## src/rtl/capcmp_pkg.sv

```systemverilog
package capcmp_pkg;

    localparam int NUM_TMR = 2;

    typedef enum logic [1:0] {
        SRC_PRESC   = 2'd0,
        SRC_PIN     = 2'd1,
        SRC_CASCADE = 2'd2
    } tmr_src_e;

    typedef enum logic [1:0] {
        MODE_OFF     = 2'd0,
        MODE_CAPTURE = 2'd1,
        MODE_CMP_SET = 2'd2,
        MODE_CMP_TGL = 2'd3
    } ch_mode_e;

    typedef struct packed {
        logic s1;
        logic s2;
        logic prev;
    } pin_sync_t;

    function automatic logic edge_hit(input logic [1:0] arm, input pin_sync_t ps);
        logic rise;
        logic fall;
        rise = ps.s2 & ~ps.prev;
        fall = ~ps.s2 & ps.prev;
        return (arm[0] & rise) | (arm[1] & fall);
    endfunction

    function automatic pin_sync_t sync_step(input pin_sync_t ps, input logic pin);
        pin_sync_t n;
        n.s1   = pin;
        n.s2   = ps.s1;
        n.prev = ps.s2;
        return n;
    endfunction

endpackage

```

## src/rtl/capcmp_prescaler.sv

```systemverilog
module capcmp_prescaler #(
    parameter int PW = 4
) (
    input  logic          clk,
    input  logic          rst,
    input  logic [PW-1:0] div,
    output logic          tick
);
    logic [PW-1:0] cnt_q;

    assign tick = (cnt_q == div);

    always_ff @(posedge clk) begin
        if (rst) begin
            cnt_q <= '0;
        end else if (tick) begin
            cnt_q <= '0;
        end else begin
            cnt_q <= cnt_q + 1'b1;
        end
    end
endmodule

```

## src/rtl/capcmp_timer.sv

```systemverilog
module capcmp_timer
    import capcmp_pkg::*;
#(
    parameter int TW = 16
) (
    input  logic          clk,
    input  logic          rst,
    input  logic          run,
    input  tmr_src_e      src,
    input  logic          presc_tick,
    input  logic          casc_in,
    input  logic          pin,
    input  logic [TW-1:0] reload,
    output logic [TW-1:0] cnt,
    output logic          ovf,
    output logic          step
);
    pin_sync_t ps_q;
    logic      adv;
    logic      src_pulse;

    always_comb begin
        unique case (src)
            SRC_PRESC:   src_pulse = presc_tick;
            SRC_PIN:     src_pulse = edge_hit(2'b01, ps_q);
            SRC_CASCADE: src_pulse = casc_in;
            default:     src_pulse = 1'b0;
        endcase
        adv = run & src_pulse;
    end

    always_ff @(posedge clk) begin
        if (rst) begin
            ps_q <= '0;
            cnt  <= '0;
            ovf  <= 1'b0;
            step <= 1'b0;
        end else begin
            ps_q <= sync_step(ps_q, pin);
            step <= adv;
            ovf  <= 1'b0;
            if (adv) begin
                if (cnt == {TW{1'b1}}) begin
                    cnt <= reload;
                    ovf <= 1'b1;
                end else begin
                    cnt <= cnt + 1'b1;
                end
            end
        end
    end
endmodule

```

## src/rtl/capcmp_channel.sv

```systemverilog
module capcmp_channel
    import capcmp_pkg::*;
#(
    parameter int TW = 16
) (
    input  logic                  clk,
    input  logic                  rst,
    input  ch_mode_e              mode,
    input  logic                  tsel,
    input  logic [1:0]            arm,
    input  logic                  pin,
    input  logic                  wr_hit,
    input  logic [TW-1:0]         wr_data,
    input  logic [NUM_TMR*TW-1:0] tmr_cnt,
    input  logic [NUM_TMR-1:0]    tmr_step,
    output logic [TW-1:0]         val,
    output logic                  out,
    output logic                  irq
);
    pin_sync_t     ps_q;
    logic [TW-1:0] sel_cnt;
    logic          sel_step;
    logic          cap_fire;
    logic          cmp_match;

    always_comb begin
        sel_cnt   = tsel ? tmr_cnt[TW +: TW] : tmr_cnt[0 +: TW];
        sel_step  = tsel ? tmr_step[1] : tmr_step[0];
        cap_fire  = (mode == MODE_CAPTURE) && edge_hit(arm, ps_q);
        cmp_match = sel_step && (sel_cnt == val);
    end

    always_ff @(posedge clk) begin
        if (rst) begin
            ps_q <= '0;
            val  <= '0;
            out  <= 1'b0;
            irq  <= 1'b0;
        end else begin
            ps_q <= sync_step(ps_q, pin);
            irq  <= 1'b0;
            if (cap_fire) begin
                val <= sel_cnt;
                irq <= 1'b1;
            end else if (wr_hit) begin
                val <= wr_data;
            end
            unique case (mode)
                MODE_OFF: out <= 1'b0;
                MODE_CMP_SET: begin
                    if (cmp_match) begin
                        out <= 1'b1;
                        irq <= 1'b1;
                    end
                end
                MODE_CMP_TGL: begin
                    if (cmp_match) begin
                        out <= ~out;
                        irq <= 1'b1;
                    end
                end
                default: ;
            endcase
        end
    end
endmodule

```

## src/rtl/capcmp_unit.sv

```systemverilog
module capcmp_unit
    import capcmp_pkg::*;
#(
    parameter int NUM_CH = 16,
    parameter int TW     = 16,
    parameter int PW     = 4,
    localparam int CH_AW = $clog2(NUM_CH)
) (
    input  logic                 clk,
    input  logic                 rst,
    input  logic [PW-1:0]        presc_div,
    input  logic [NUM_TMR-1:0]   tmr_run,
    input  logic [2*NUM_TMR-1:0] tmr_src,
    input  logic [NUM_TMR*TW-1:0] tmr_reload,
    input  logic [NUM_TMR-1:0]   tmr_pin,
    input  logic [2*NUM_CH-1:0]  ch_mode,
    input  logic [NUM_CH-1:0]    ch_tsel,
    input  logic [2*NUM_CH-1:0]  ch_edge,
    input  logic [NUM_CH-1:0]    cap_pin,
    input  logic                 wr_en,
    input  logic [CH_AW-1:0]     wr_ch,
    input  logic [TW-1:0]        wr_data,
    output logic [NUM_TMR*TW-1:0] tmr_cnt,
    output logic [NUM_TMR-1:0]   tmr_irq,
    output logic [NUM_CH*TW-1:0] ch_val,
    output logic [NUM_CH-1:0]    cc_out,
    output logic [NUM_CH-1:0]    ch_irq
);
    logic               presc_tick;
    logic [NUM_TMR-1:0] tmr_step;

    capcmp_prescaler #(.PW(PW)) u_presc (
        .clk  (clk),
        .rst  (rst),
        .div  (presc_div),
        .tick (presc_tick)
    );

    for (genvar k = 0; k < NUM_TMR; k++) begin : g_tmr
        capcmp_timer #(.TW(TW)) u_tmr (
            .clk        (clk),
            .rst        (rst),
            .run        (tmr_run[k]),
            .src        (tmr_src_e'(tmr_src[2*k +: 2])),
            .presc_tick (presc_tick),
            .casc_in    (tmr_irq[NUM_TMR-1-k]),
            .pin        (tmr_pin[k]),
            .reload     (tmr_reload[TW*k +: TW]),
            .cnt        (tmr_cnt[TW*k +: TW]),
            .ovf        (tmr_irq[k]),
            .step       (tmr_step[k])
        );
    end

    for (genvar i = 0; i < NUM_CH; i++) begin : g_ch
        logic wr_hit;
        assign wr_hit = wr_en && (wr_ch == CH_AW'(i));

        capcmp_channel #(.TW(TW)) u_ch (
            .clk      (clk),
            .rst      (rst),
            .mode     (ch_mode_e'(ch_mode[2*i +: 2])),
            .tsel     (ch_tsel[i]),
            .arm      (ch_edge[2*i +: 2]),
            .pin      (cap_pin[i]),
            .wr_hit   (wr_hit),
            .wr_data  (wr_data),
            .tmr_cnt  (tmr_cnt),
            .tmr_step (tmr_step),
            .val      (ch_val[TW*i +: TW]),
            .out      (cc_out[i]),
            .irq      (ch_irq[i])
        );
    end
endmodule

```

## config.mk

```make
export PLATFORM = sky130hd
export DESIGN_NAME = capcmp_unit
export DESIGN_NICKNAME = d
export VERILOG_FILES = /design/src/rtl/capcmp_pkg.sv /design/src/rtl/capcmp_prescaler.sv /design/src/rtl/capcmp_timer.sv /design/src/rtl/capcmp_channel.sv /design/src/rtl/capcmp_unit.sv
export SDC_FILE = /design/constraint.sdc
export NUM_CORES = 1
export LEC_CHECK = 0
export BUFFER_PORTS_ARGS = -buffer_cell sky130_fd_sc_hd__buf_4
export CAP_MARGIN = 0
export CORE_MARGIN = 10
export CORE_UTILIZATION = 56
export CTS_CLUSTER_SIZE = 40
export DETAILED_ROUTE_END_ITERATION = 10
export PLACE_DENSITY = 0.89
export REMOVE_ABC_BUFFERS = 1
export SETUP_SLACK_MARGIN = 0.3
export SLEW_MARGIN = 10
export SYNTH_ARGS = -nofsm -noshare
export SYNTH_HDL_FRONTEND = slang
export SYNTH_SLANG_ARGS = --single-unit
```

## constraint.sdc

```tcl
create_clock -name clk -period 2.9 [get_ports clk]
set_input_delay 0.58 -clock clk [delete_from_list [all_inputs] [get_ports clk]]
set_output_delay 0.58 -clock clk [all_outputs]
set_load 0.05 [all_outputs]
```

# After elaboration in Yosys (flattened, before gate mapping)
# Index checks and enable logic that the tools add are counted.
# word_totals
in_bits	163
reg_bits	382
elab_cells	666
output_inout_bits	322
# classes
eq_ne	118
add_sub_neg	3
n_bitwise	136
reduce_logical	134
n_mux	166
# ops
operator	n
16-bit 2-to-1 mux	50
16-bit == test	16
1-bit 2-to-1 mux	98
1-bit AND	68
2-bit == test, second input constant	34
2-bit by 1-bit != test with 1-bit output, second input constant	32
1-bit case mux with 3 select lines	18
1-bit NOT	52
1-bit logical AND	48
3-bit AND reduction	16
3-bit nonzero test	16
2-bit OR reduction	19
2-bit by 1-bit == test with 1-bit output, second input constant	18
2-bit logical NOT	18
16-bit by 1-bit adder with 16-bit output, second input constant	2
16-bit == test, second input constant	2
4-bit == test, second input constant	8
2-bit nonzero test	16
4-bit by 3-bit == test with 1-bit output, second input constant	4
1-bit OR	16
4-bit by 2-bit == test with 1-bit output, second input constant	2
4-bit by 1-bit adder with 4-bit output, second input constant	1
4-bit by 1-bit == test with 1-bit output, second input constant	1
4-bit == test	1
4-bit logical NOT	1

# Depth between registers and ports, before layout
# logic_depth
ltp_word	8
ltp_mapped	10
mapped_depth_nobuf	7

# By module
# Synthesis repeated with hierarchy kept, for this count alone.
# unflattened
cells_unflattened	2420
area_unflattened_um2	22755.6
# by_module_without_submodules
module	n_inst	area_per_inst_um2	cells_each	seq_area_each_um2
capcmp_channel	16	1260.0	131	420.4
capcmp_timer	2	1142.3	142	420.4
capcmp_prescaler	1	193.9	17	80.1
capcmp_unit	1	117.6	23	0.0

# Worst setup path after synthesis
# OpenSTA, ideal clock, no wires.
# synth_path
path_kind	register to register
from	reg g_tmr[0].u_tmr.cnt[1]
to	reg g_ch[0].u_ch.out
synth_period_minus_slack_ps	2252
setup_slack_ps	648
setup_ps	123
n_path_buf	1
required_time_ps	2777
path_stages_with_launch	8
arrival_ps	2129
cell_sequence	dfxtp_1 > clkbuf_1 > mux2i_1 > xnor2_1 > nor4_1 > nand4_1 > nor3_2 > mux2_1
# synth_via
elab_chain_len	5
elab_cells_between_ends	6
cone_classes	eq/ne: 3; mux: 1; reduce/logical: 2
# synth_lines
item	line	text
start, declared	capcmp_timer.sv:14	output logic [TW-1:0] cnt,
start signal, assigned	capcmp_timer.sv:44	cnt <= reload;
start signal, assigned	capcmp_timer.sv:47	cnt <= cnt + 1'b1;
16-bit 2-to-1 mux (*)	capcmp_channel.sv:27	sel_cnt = tsel ? tmr_cnt[TW +: TW] : tmr_cnt[0 +: TW];
16-bit == test (*)	capcmp_channel.sv:30	cmp_match = sel_step && (sel_cnt == val);
1-bit logical AND (*)	capcmp_channel.sv:30	
2-bit by 1-bit != test with 1-bit output (no line)	n/a	
3-bit AND reduction (no line) (*)	n/a	
end signal, assigned	capcmp_channel.sv:58	out <= ~out;
end, declared	capcmp_channel.sv:17	output logic out,
# Every way passes the cells marked *; elsewhere a longest branch is shown, timed or not.
# A chain may end at the register's enable or synchronous reset.

# Worst setup path after layout
# layout_path
from	reg g_tmr[1].u_tmr.cnt[15]
to	reg g_ch[11].u_ch.out
# layout_via
elab_chain_len	5
elab_cells_between_ends	6
cone_classes	eq/ne: 3; mux: 1; reduce/logical: 2
# layout_lines
item	line
start, declared	capcmp_timer.sv:14
start signal, assigned	capcmp_timer.sv:44
start signal, assigned	capcmp_timer.sv:47
16-bit 2-to-1 mux (*)	capcmp_channel.sv:27
16-bit == test (*)	capcmp_channel.sv:30
1-bit logical AND (*)	capcmp_channel.sv:30
2-bit by 1-bit != test with 1-bit output (no line)	n/a
3-bit AND reduction (no line) (*)	n/a
end signal, assigned	capcmp_channel.sv:58
end, declared	capcmp_channel.sv:17
# Marks and branches as above.

==> impl_metrics.ini <==
[drt]
post_drt_wl_per_cell_um = 28.5
antenna_left = 0
vias_per_cell = 6.74
drtIter0Drc = 3434
first_pass_iters = 5
drc = 0
via_count = 23200
wl_mm = 98.1

[logic_synthesis]
synth_flop_cell = dfxtp_1
synth_area_leader_cell = dfxtp_1
syn_inst = 2520
synth_edf_count = 0
synthAdderAreaFrac_pct = 0.161
yosys_warnings = 0
yosys.area_share.simple_pct = 15.1
ys_seq_elements = 382
async_reset_ff_share_pct = 0
postSynthAreaPerCell_um2 = 9.25
ys_seq_area_share_pct = 32.8
synth_xor_xnor_area_share_pct = 9.85
synth.most_common_cell = a211oi_1
synth_commonest_cells = a211oi_1, dfxtp_1, mux2i_1, nor2b_1, clkbuf_1
muxShareOfSynthArea_pct = 16.6
syn_area_mm2 = 0.0233
synth_top_area_share_pct = 32.8
synth_compound_area_share_pct = 18.1
synth_top_family_by_area = compound AO/OA/AOI/OAI gates
ys_types = 51
ys_top_cells_by_area = dfxtp_1, a211oi_1, mux2i_1

[global_route]
grt_max_degree = 66
grt_first_pass_wirelength_mm = 143
grt_pass1_vias = 22800
grtUsageTotal_pct = 36.9
antenna_found_initial = 9
grt-ovfl-total = 0

[placed_design]
post-place-ws_ns = 0.352
hpwl_mm = 66.0
globalplace.congestion = 0.934
place.port_buffers = 484

[clock_network]
postCtsSetupRepairBufs = 0
cts_tree = yes
h-tree-depth = 2
clockBufferDepth = 3
cts_buffers = 45
cts_root_buf = clkbuf_16
clock-sinks = 382
cts.reportedPaths.clkPinSlew_ns = 0.07
clock_latency_ns = 0.59

[timing]
fin_skew_ns = 0.0184
post-route-period-util_pct = 88.0
setup_slack_ns = 0.348
finalHoldViolCount = 0
setup_viol = 0
timing.setup.tns_ns = 0
relSlewSlack_pct = 40.7
slew_viol_final = 0
min_period_ns = 2.55
grt_setup_unrepaired = false
fmaxAchievable_mhz = 392
tightest_slew_ns = 0.889

[pwr]
power_density_mw_per_mm2 = 474
total_power_w = 0.0135
p_leak_nw = 11.9
peakVddDrop_mv = 0.462

[floorplanning]
io_pins = 485
fp.dieH_um = 224
die_x_um = 224
design.core.area_mm2 = 0.0410
initial_utilization_pct = 56.8
die_area_mm2 = 0.0502
rows = 74

[critical_path]
worstPathRequired_ns = 3.38
cp_max_fo = 15
crit_path_end_kind = flip-flop
regToRegSetupSlack_ns = 0.35
critPathLaunchType = flip-flop
cp.arrival_ns = 3.03
worstSetupPathType = flip-flop to flip-flop

[min_path]
hold_path_class = primary input to flip-flop

[flow_run]
maxCapViolations = 0

[layout]
drive_gt1_share_pct = 28.5
area_growth_pct = 22.5
final_nets = 3040

[status]
status = completed
==> kinds of logic after synthesis <==
family	count (synthesis)
simple gates	607
compound gates	575
flops	382
mux	372
buf+inv	319
xor+xnor	262
fa+ha+maj	3
==> timing repair <==
action                     CTS  global route
gates resized for setup      1             4
setup endpoints to repair    2             9
pin swaps                    0             0
hold buffers                 0             0
==> per-layer routing <==
layer / GRT usage [%] / up-vias / share of wire, %
met3: 12.2 / 563 / 13
met2: 54.5 / 1953 / 43
met5: 0.391 / - / 0.054
met4: 28.0 / 6 / 8.1
li1: - / 9840 / -
met1: 44.0 / 10800 / 36
==> where the power goes <==
part           internal [W]  leakage (nW)  switching [W]
sequential          0.00540          3.11       0.000144
clock               0.00352         0.743        0.00239
combinational      0.000758          8.08        0.00130
total               0.00968          11.9        0.00384
==> through the flow <==
stage | utilization (%) | hold WS [ns] | cells | cell area [um2]
2_1_floorplan | - | 0.414 | 2223 | 21700
3_3_place_gp | 65.9 | 0.416 | 3359 | 27000
3_5_place_dp | 65.9 | 0.424 | 3359 | 27000
4_1_cts | 69.6 | 0.192 | 3441 | 28500
5_1_grt | 69.6 | 0.208 | 3445 | 28500
6_report | 69.6 | 0.203 | 3446 | 28600
==> sequential cells by signal (all words and copies together) (netlist names) <==
name / count
g_tmr.u_tmr.step: 2
g_tmr.u_tmr.ovf: 2
g_ch.u_ch.ps_q: 48
g_ch.u_ch.val: 256
g_tmr.u_tmr.ps_q: 6
u_presc.cnt_q: 4
g_tmr.u_tmr.cnt: 32
g_ch.u_ch.irq: 16
g_ch.u_ch.out: 16
==> layout by cell type, fill, tap and decap left out, types with 44 or more instances in the layout <==
cell / synthesis / layout
buf_4: 39 / 595
a211oi_1: 441 / 441
dfxtp_1: 382 / 370
mux2i_1: 258 / 258
nor2b_1: 217 / 217
xnor2_1: 133 / 133
xor2_1: 129 / 129
nor2_1: 125 / 116
mux2_2: 96 / 96
nand4_1: 54 / 54
clkbuf_16: 0 / 47
a21oi_1: 44 / 44
==> worst paths after layout <==
check | from | endpoint | cells past startpoint
worst max-delay path | g_tmr[1].u_tmr.cnt[15]$_SDFFE_PP0P_ | g_ch[11].u_ch.out$_SDFFE_PP0P_ | 7
worst min register to register | g_ch[6].u_ch.ps_q[2]$_SDFF_PP0_ | g_ch[6].u_ch.ps_q[1]$_SDFF_PP0_ | 1
worst min-delay path | cap_pin[8] | g_ch[8].u_ch.ps_q[2]$_SDFF_PP0_ | 2
worst max register to register | g_tmr[1].u_tmr.cnt[15]$_SDFFE_PP0P_ | g_ch[11].u_ch.out$_SDFFE_PP0P_ | 7
==> worst max-delay path, stage by stage, from the launching register on <==
cell and delay [ns]:
dfxtp_2 0.74, buf_4 0.28, mux2i_1 0.13, xnor2_1 0.15
nor4_1 0.37, nand4_1 0.16, nor3_2 0.23, mux2_1 0.35
==> final cells by class <==
type | count | area (um2)
Sequential cell | 382 | 7670
Antenna cell | 5 | 12.5
Clock inverter | 9 | 128
Timing Repair Buffer | 604 | 4640
Clock buffer | 73 | 1380
Tap cell | 532 | 666
Inverter | 22 | 82.6
Multi-Input combinational cell | 1819 | 14000
Fill cell | 3006 | 12500
(Power assumes the default switching activity.)
